**config.mk**
```make
export PLATFORM = sky130hd
export DESIGN_NAME = evt_irq_ctrl
export DESIGN_NICKNAME = d
export VERILOG_FILES = /design/src/rtl/evt_irq_pkg.sv /design/src/rtl/evt_flag_cell.sv /design/src/rtl/evt_mask_reg.sv /design/src/rtl/evt_rd_fmt.sv /design/src/rtl/evt_irq_ctrl.sv
export SDC_FILE = /design/constraint.sdc
export NUM_CORES = 1
export LEC_CHECK = 0
export BUFFER_PORTS_ARGS = -buffer_cell sky130_fd_sc_hd__buf_2
export CAP_MARGIN = 20
export CORE_AREA = 2 2 39 41
export CTS_CLUSTER_DIAMETER = 60
export CTS_CLUSTER_SIZE = 12
export DETAILED_ROUTE_END_ITERATION = 8
export DIE_AREA = 0 0 41 43
export PLACE_DENSITY = 0.69
export SYNTH_ARGS = -nofsm -noshare
export SYNTH_HDL_FRONTEND = slang
export SYNTH_SLANG_ARGS = --single-unit
```
**constraint.sdc**
```tcl
create_clock -name clk_i -period 0.94 [get_ports clk_i]
set_input_delay 0.188 -clock clk_i [delete_from_list [all_inputs] [get_ports clk_i]]
set_output_delay 0.188 -clock clk_i [all_outputs]
set_load 0.01 [all_outputs]
```
**src/rtl/evt_irq_pkg.sv**
```systemverilog
package evt_irq_pkg;
  localparam int NUM_SRC = 4;
  localparam int DATA_W  = 8;
  localparam int SRC_TMR_A  = 0;
  localparam int SRC_TMR_B  = 1;
  localparam int SRC_ALARM  = 2;
  localparam int SRC_SERIAL = 3;
endpackage

```
**src/rtl/evt_flag_cell.sv**
```systemverilog
module evt_flag_cell (
  input  logic clk_i,
  input  logic rst_ni,
  input  logic ev_i,
  input  logic clr_i,
  output logic flag_o
);
  logic flag_q;

  // new event wins over the clearing read
  always_ff @(posedge clk_i or negedge rst_ni) begin
    if (!rst_ni) flag_q <= 1'b0;
    else         flag_q <= (flag_q & ~clr_i) | ev_i;
  end

  assign flag_o = flag_q;


  ev_keep_chk: assert property (@(posedge clk_i) disable iff (!rst_ni)
    ev_i |=> flag_o);

  rd_clear_chk: assert property (@(posedge clk_i) disable iff (!rst_ni)
    (clr_i && !ev_i) |=> !flag_o);
endmodule

```
**src/rtl/evt_mask_reg.sv**
```systemverilog
module evt_mask_reg #(
  parameter int NUM_SRC = 4
) (
  input  logic               clk_i,
  input  logic               rst_ni,
  input  logic               wr_en_i,
  input  logic               set_i,
  input  logic [NUM_SRC-1:0] bits_i,
  output logic [NUM_SRC-1:0] mask_o
);
  logic [NUM_SRC-1:0] mask_q;

  always_ff @(posedge clk_i or negedge rst_ni) begin
    if (!rst_ni)      mask_q <= '0;
    else if (wr_en_i) mask_q <= set_i ? (mask_q | bits_i) : (mask_q & ~bits_i);
  end

  assign mask_o = mask_q;


  mask_set_chk: assert property (@(posedge clk_i) disable iff (!rst_ni)
    (wr_en_i && set_i) |=> ((mask_o & $past(bits_i)) == $past(bits_i)) &&
                           ((mask_o & ~$past(bits_i)) == ($past(mask_o) & ~$past(bits_i))));

  mask_clr_chk: assert property (@(posedge clk_i) disable iff (!rst_ni)
    (wr_en_i && !set_i) |=> ((mask_o & $past(bits_i)) == '0) &&
                            ((mask_o & ~$past(bits_i)) == ($past(mask_o) & ~$past(bits_i))));
endmodule

```
**src/rtl/evt_rd_fmt.sv**
```systemverilog
module evt_rd_fmt #(
  parameter int NUM_SRC = 4,
  parameter int DATA_W  = 8
) (
  input  logic [NUM_SRC-1:0] flags_i,
  input  logic [NUM_SRC-1:0] mask_i,
  output logic               pend_o,
  output logic [DATA_W-1:0]  rd_data_o
);
  always_comb begin
    pend_o    = |(flags_i & mask_i);
    rd_data_o = '0;
    rd_data_o[NUM_SRC-1:0] = flags_i;
    rd_data_o[DATA_W-1]    = pend_o;
  end
endmodule

```
**src/rtl/evt_irq_ctrl.sv**
```systemverilog
module evt_irq_ctrl #(
  parameter int NUM_SRC = evt_irq_pkg::NUM_SRC,
  parameter int DATA_W  = evt_irq_pkg::DATA_W
) (
  input  logic              clk_i,
  input  logic              rst_ni,
  input  logic [NUM_SRC-1:0] evt_i,
  input  logic              wr_en_i,
  input  logic [DATA_W-1:0] wr_data_i,
  input  logic              rd_en_i,
  output logic [DATA_W-1:0] rd_data_o,
  output logic              irq_no
);
  localparam int CtlBit = DATA_W - 1;

  logic [NUM_SRC-1:0] flags;
  logic [NUM_SRC-1:0] mask;
  logic               pend;

  for (genvar k = 0; k < NUM_SRC; k++) begin : g_flag
    evt_flag_cell u_cell (
      .clk_i  (clk_i),
      .rst_ni (rst_ni),
      .ev_i   (evt_i[k]),
      .clr_i  (rd_en_i),
      .flag_o (flags[k])
    );
  end

  evt_mask_reg #(.NUM_SRC(NUM_SRC)) u_mask (
    .clk_i   (clk_i),
    .rst_ni  (rst_ni),
    .wr_en_i (wr_en_i),
    .set_i   (wr_data_i[CtlBit]),
    .bits_i  (wr_data_i[NUM_SRC-1:0]),
    .mask_o  (mask)
  );

  evt_rd_fmt #(.NUM_SRC(NUM_SRC), .DATA_W(DATA_W)) u_fmt (
    .flags_i   (flags),
    .mask_i    (mask),
    .pend_o    (pend),
    .rd_data_o (rd_data_o)
  );

  assign irq_no = ~pend;


  irq_assert_chk: assert property (@(posedge clk_i) disable iff (!rst_ni)
    ((|(evt_i & mask)) && !wr_en_i) |=> !irq_no);

  irq_release_chk: assert property (@(posedge clk_i) disable iff (!rst_ni)
    (rd_en_i && (evt_i == '0)) |=> irq_no);
endmodule

```
==> impl_metrics.csv, run 1 <==
group,metric,value,unit
global_route,grt_pass1_wl,1110,um
sta,tns,-1130,ps
worst_setup_path,path_cells,"a22oi_2 -> and2_1 -> buf_2",
clock_network,cts-root-buf,"clkbuf_4",
yosys,yosys_warnings,0,
clock_network,cts_buffers,3,
layout,syn2layout_area_growth,46.4,%
yosys,synth-seq-cells,8,
route,wl_per_cell,9.87,um
layout,nFillCells,148,
floorplanning,start_util,27.7,%
layout,drive_above_1_share,50.9,%
global_route,antenna_found_initial,0,
clock_network,path_clk_slew,50,ps
pwr,peakVddDrop,521,uV
global_route,grt_max_degree,9,
floorplanning,die_x,41,um
clock_network,cts_sinks,8,
layout,final_core_util,40.5,%
pwr,leakage,0.289,nW
worst_setup_path,start_kind,"flop",
route,drc,0,
floorplanning,dieArea,1760,um^2
route,routed-via-count,295,
sta,final-setup-viol-count,6,
yosys,syn_area_per_cell,11.3,um^2
worst_setup_path,cp.arrival,1100,ps
yosys,yosys.area.top_type_share,52.3,%
sta,fin_worst_skew,0,ps
yosys,syn_inst,34,
global_route,overflow,0,
sta,setup_ws,-346,ps
worst_setup_path,cp-end-kind,"output pin",
hold_path,hold_class,"in2reg",
sta,maxSlewViolCount,0,
sta,fin_crit_sh,137,%
clock_network,cts_max_level,1,
yosys,yosysSeqAreaShare,52.3,%
worst_setup_path,crit_path_top_delay_cell,"dfrtp_1",
run_status,outcome,"finished with violations",
yosys,netlist_area,383,um^2
worst_setup_path,slowest_delay,400,ps
yosys,synth_area_leaders,"dfrtp_1 (52%), buf_4 (16%), mux2_1 (12%)",
route,drt_iter0_markers,0,
floorplanning,fp.coreArea,1380,um^2
flow_run,drv_cap,0,
route,routed_wl,701,um
global_route,grt_pass1_vias,289,
yosys,synth_area_leader_cell,"dfrtp_1",
placement,gp_congestion,0.567,
sta,fmax,778,MHz
clock_network,clk_latency,250,ps
global_route,grt_use_total,10.0,%
run_status,violations,"negative setup slack",
worst_setup_path,setup.worst_path.class,"reg2out",
sta,hold_slack,117,ps
sta,hold_viol_final,0,
placement,io_buffers,18,
route,firstDrtPassIters,1,
worst_setup_path,required,750,ps
route,post_drt_via_cell_ratio,4.15,
sta,post-route-min-period,1290,ps
floorplanning,row_count,14,
floorplanning,die_h,43,um
floorplanning,top_level_ports,25,
route,drtAntennaViolNets,0,
layout,antenna_cells,0,
clock_network,clockBufferDepth,2,
yosys,ys_types,9,
placement,dp_hpwl,559,um
worst_setup_path,crit_fanout,2,
clock_network,cts_tree,"done",
pwr,p_per_area,1540,nW/um^2
layout,layout.nets,73,
sta,grt_setup_unrepaired,"yes",
## worst paths after layout
path | cells after the start | slack [ps] | endpoint | startpoint
hold / removal | 2 | 120 | g_flag[3].u_cell.flag_o | evt_i[3]
setup / recovery | 3 | -350 | irq_no | g_flag[1].u_cell.flag_o
min in group asynchronous | 2 | 310 | async pin | rst_ni
max in group asynchronous | 2 | 460 | g_flag[1].u_cell.flag_o | rst_ni
setup reg to reg | 3 | 60 | g_flag[3].u_cell.flag_o | g_flag[3].u_cell.flag_o
hold reg to reg | 1 | 510 | flop | flop
## synthesized netlist by cell type
master,instances
a22oi_1,2
conb_1,1
a21o_1,4
mux2_1,4
nand2_1,5
dfrtp_1,8
inv_1,1
buf_4,8
and2_1,1
## final cells by class
class                      count  area, um^2  share of cell area (%)
inverter                       1        3.75                   0.670
clock buffer                   3        22.5                    4.02
multi-input combinational     19         136                    24.3
sequential                     8         200                    35.7
tap                           16        20.0                    3.57
timing repair buffer          24         178                    31.7
## worst max-delay path: cells and delay by family (launching register included)
kind                   cells  cell delay (ps)
DFF                        1              400
AOI/OAI and AO/OA          1              180
and+or+nand+nor            1              150
buffers and inverters      1              120
## logic make-up (layout without fill, tap and decap cells)
| group | Yosys count | in the layout | share of synthesized area [%] |
|---|---|---|---|
| and+or+nand+nor | 6 | 6 | 6.54 |
| muxes | 4 | 4 | 11.8 |
| other | 1 | 3 | 0.979 |
| AOI/OAI and AO/OA | 6 | 6 | 11.8 |
| buffers and inverters | 9 | 28 | 16.7 |
| DFF | 8 | 8 | 52.3 |
## metal layers
metal | GRT usage, % | wire length [um] | vias up
met4 | 10.0 | 12 | 0
met2 | 15.3 | 391 | 11
met3 | 3.14 | 43 | 2
li1 | - | - | 144
met1 | 9.57 | 253 | 138
met5 | 0 | 0 | -
## power by group
part	switching [W]	leakage (nW)	internal (W)
registers	0.0000264	0.0900	0.000382
clock network	0.000115	0.0138	0.000146
logic	0.0000753	0.185	0.000116
total	0.000216	0.289	0.000644
## what timing repair did
action                                  in CTS  in global routing
endpoints found under the setup margin       6                  6
pin swaps                                    1                  1
hold buffers                                 1                  0
hold endpoints to repair                     8                  0
resized for setup                            8                  2
buffers inserted                             0                  1
## layout by cell type (no fill, tap or decap)
cell type	n
buf_4	1
dfrtp_1	8
inv_1	1
buf_6	8
mux2_1	4
a22oi_2	2
dlygate4sd3_1	1
clkbuf_4	3
a21o_1	4
and2_1	1
conb_1	3
buf_2	14
nand2_1	5
## per-stage QoR
| stage | power, W | instance area, um^2 | cells | setup WS, ps |
|---|---|---|---|---|
| 2_1_floorplan | 0.000513 | 390 | 36 | 0.0623 |
| 3_3_place_gp | 0.000560 | 470 | 66 | -93.5 |
| 6_report | 0.000860 | 561 | 71 | -346 |
| 5_1_grt | 0.000913 | 561 | 71 | -415 |
| 3_5_place_dp | 0.000566 | 470 | 66 | -125 |
| 4_1_cts | 0.000868 | 544 | 70 | -367 |
No activity file was read; power rests on OpenSTA's default activity.
==> run 2, diff against run 1 <==
--- a/config.mk
+++ b/config.mk
@@ -15,4 +15,6 @@
 export PLACE_DENSITY = 0.69
+export SLEW_MARGIN = 20
 export SYNTH_ARGS = -nofsm -noshare
 export SYNTH_HDL_FRONTEND = slang
+export SYNTH_HIERARCHICAL = 1
 export SYNTH_SLANG_ARGS = --single-unit
==> constraint.sdc (replaced) <==
create_clock -name clk_i -period 0.94 [get_ports clk_i]
set_input_delay 0.094 -clock clk_i [delete_from_list [all_inputs] [get_ports clk_i]]
set_output_delay 0.094 -clock clk_i [all_outputs]
set_load 0.01 [all_outputs]
==> run 2 against run 1 <==
  * The flow still finishes with violations (negative setup slack)
  * Non-clock buffer count down 1
  * Final cell count increased by 2.8%
  * Register-to-register slack better by 20 ps
  * Combinational power is 4% lower
  * Worst hold slack worse by 90 ps
  * Synthesized area up 2.3%
  * Clock skew unchanged
  * Maximum frequency is 12% higher
  * Largest power group unchanged
  * Sequential power barely moved
  * Core utilization decreased by 0.81 points
  * Highest routed layer is now met3
  * Via count shrank 1.7%
  * Clock power fell by 4%
==> impl_metrics.csv, run 2 <==
group,metric,value,unit
clock_network,cts-root-buf,"clkbuf_4",
clock_network,clockBufferDepth,2,
pwr,p_comb_share,21.9,%
layout,multi_input_area,125,um^2
pwr,leakage,0.301,nW
route,topRoutingLayerUsed,"met3",
hold_path,holdPathEnd,"g_flag[1].u_cell/flag_o",
floorplanning,fp.coreArea,1380,um^2
layout,final_common_cell,"buf_2",
clock_network,cts_sinks,8,
sta,fin_crit_sh,122,%
worst_setup_path,reg2reg_to,"g_flag[2].u_cell/flag_o",
route,met1Wirelength,268,um
floorplanning,die_x,41,um
global_route,grt_max_degree,9,
worst_setup_path,path_cells,"a22oi_2 -> nand2_1 -> inv_1 -> buf_6",
hold_path,min_path_cells,2,
pwr,peakVddDrop,548,uV
worst_setup_path,crit_path_top_delay_cell,"dfrtp_1",
yosys,async_flop_share,100,%
sta,hold_viol_final,0,
pwr,switching_power,0.000204,W
layout,mostFrequentLayoutCells,"buf_2 (14), dfrtp_1 (8), buf_6 (6), inv_1 (5), nand2_1 (5)",
yosys,synth-seq-cells,8,
sta,maxSlewViolCount,0,
layout,antenna_cells,0,
global_route,grt_pass1_wl,931,um
yosys,yosys.area.top_type_share,51.1,%
route,routed-via-count,290,
floorplanning,row_count,14,
run_status,outcome,"finished with violations",
worst_setup_path,slowest_delay,380,ps
layout,layout.nets,75,
clock_network,cts_buffers,3,
sta,grt_setup_unrepaired,"yes",
sta,hold_slack,27.4,ps
global_route,grt_use_total,8.32,%
global_route,grt_pass1_vias,263,
yosys,netlist_area,392,um^2
clock_network,cts_tree,"done",
route,drtAntennaViolNets,0,
floorplanning,top_level_ports,25,
sta,fmax,871,MHz
floorplanning,dieArea,1760,um^2
sta,tns,-446,ps
worst_setup_path,cp.arrival,1050,ps
route,drc,0,
clock_network,cts_max_level,1,
route,dr_wl_met2,339,um
route,routed_wl,641,um
yosys,ys_types,8,
clock_network,clk_latency,240,ps
yosys,synth_area_leaders,"dfrtp_1 (51%), buf_4 (15%), mux2_1 (12%)",
layout,nFillCells,142,
worst_setup_path,setup.worst_path.class,"reg2out",
sta,final-setup-viol-count,4,
route,dr_wl_met3,34,um
layout,drive_above_1_share,45.6,%
pwr,p_int,0.000637,W
worst_setup_path,cp-end-kind,"output pin",
route,wl_per_cell,8.78,um
yosys,synth_area_leader_cell,"dfrtp_1",
route,firstDrtPassIters,1,
hold_path,hold_class,"in2reg",
yosys,syn_inst,37,
worst_setup_path,reg2reg_from,"g_flag[2].u_cell/flag_o",
worst_setup_path,rr_worst_depth,3,
flow_run,drv_cap,0,
placement,place_area,472,um^2
route,post_drt_via_cell_ratio,3.97,
pwr,p_per_area,1530,nW/um^2
pwr,pwr-share-clk,29.9,%
sta,post-route-min-period,1150,ps
placement,io_buffers,18,
global_route,overflow,0,
pwr,netSwitchingFraction,24.2,%
layout,syn2layout_area_growth,40.3,%
placement,gp_congestion,0.658,
run_status,violations,"negative setup slack",
yosys,yosysSeqAreaShare,51.1,%
hold_path,min-delay-start,"evt_i[1]",
yosys,synthFlopType,"dfrtp_1",
worst_setup_path,crit_fanout,2,
yosys,syn_area_per_cell,10.6,um^2
layout,ff_latch_area,200,um^2
sta,fin_worst_skew,0,ps
floorplanning,start_util,28.3,%
pwr,seq_power_share,48.3,%
worst_setup_path,regToRegSetupSlack,80,ps
floorplanning,die_h,43,um
clock_network,path_clk_slew,50,ps
worst_setup_path,required,850,ps
yosys,ys_top_cells_by_count,"buf_4 (8), dfrtp_1 (8), inv_1 (5), nand2_1 (5)",
placement,dp_hpwl,554,um
global_route,antenna_found_initial,0,
worst_setup_path,start_kind,"flop",
layout,final_area,549,um^2
yosys,yosys_warnings,6,
route,drt_iter0_markers,0,
placement,dpl_worst_slack,35.1,ps
sta,setup_ws,-208,ps
yosys,synth-edff-count,0,
[run 2: changes by cell type after synthesis, sizes merged]
cell / previous run / this run
and2: 1 / 0
inv: 1 / 5
[run 2: power groups by stage]
stage / combinational, W / clock [W] / sequential [W]
final: 0.000184 / 0.000251 / 0.000406
after global routing: 0.000207 / 0.000269 / 0.000412
after CTS: 0.000170 / 0.000256 / 0.000403
after detailed placement: 0.000151 / 0 / 0.000408
after global placement: 0.000148 / 0 / 0.000407
after floorplan: 0.000107 / 0 / 0.000404
[run 2: worst max-delay path by stage]
stage,start,end,slack (ps),cells past startpoint
floorplan,g_flag[0].u_cell/flag_o,rd_data_o[7],90,3
CTS,flop,irq_no,-220,4
finish,g_flag[0].u_cell/flag_o,irq_no,-210,4
global placement,g_flag[0].u_cell/flag_o,irq_no,40,4
detailed placement,g_flag[0].u_cell/flag_o,irq_no,40,4
global route,g_flag[2].u_cell/flag_o,irq_no,-300,4
[run 2: kinds of logic after synthesis]
logic type	after synthesis	synth area share, %
other	1	0.958
AO/OA/AOI/OAI	6	11.5
buffers and inverters	13	20.1
AND/OR/NAND/NOR	5	4.79
multiplexers	4	11.5
flip-flops	8	51.1
[run 2: routing by layer]
metal,track usage (%),up-vias
li1,-,147
met1,9.30,134
met2,12.2,9
met3,3.14,0
met4,6.00,0
met5,0,-
[run 2: per-stage QoR]
| stage | util (%) | total power, W | instances |
|---|---|---|---|
| 2_1_floorplan | - | 0.000511 | 39 |
| 3_3_place_gp | 34.1 | 0.000555 | 68 |
| 3_5_place_dp | 34.1 | 0.000559 | 68 |
| 4_1_cts | 38.3 | 0.000829 | 72 |
| 5_1_grt | 39.7 | 0.000888 | 73 |
| 6_report | 39.7 | 0.000841 | 73 |
[run 2: critical path, delay by kind of cell (launching register included)]
family	cells	cell delay [ps]
flops	1	380
compound gates	1	180
buf+inv	2	160
simple gates	1	90
[run 2: area by class of cell]
class | count | share of cell area (%)
clock buffers | 3 | 4.10
well taps | 16 | 3.64
multi-input cells | 18 | 22.8
repair buffers | 23 | 29.6
inverters | 5 | 3.42
flip-flops and latches | 8 | 36.4
[run 2: timing repair]
item                       CTS  global route
hold buffers                 1             0
hold endpoints to repair     8             0
setup endpoints to repair    5             5
buffers inserted             1             1
pin swaps                    1             2
resized for setup            5             2
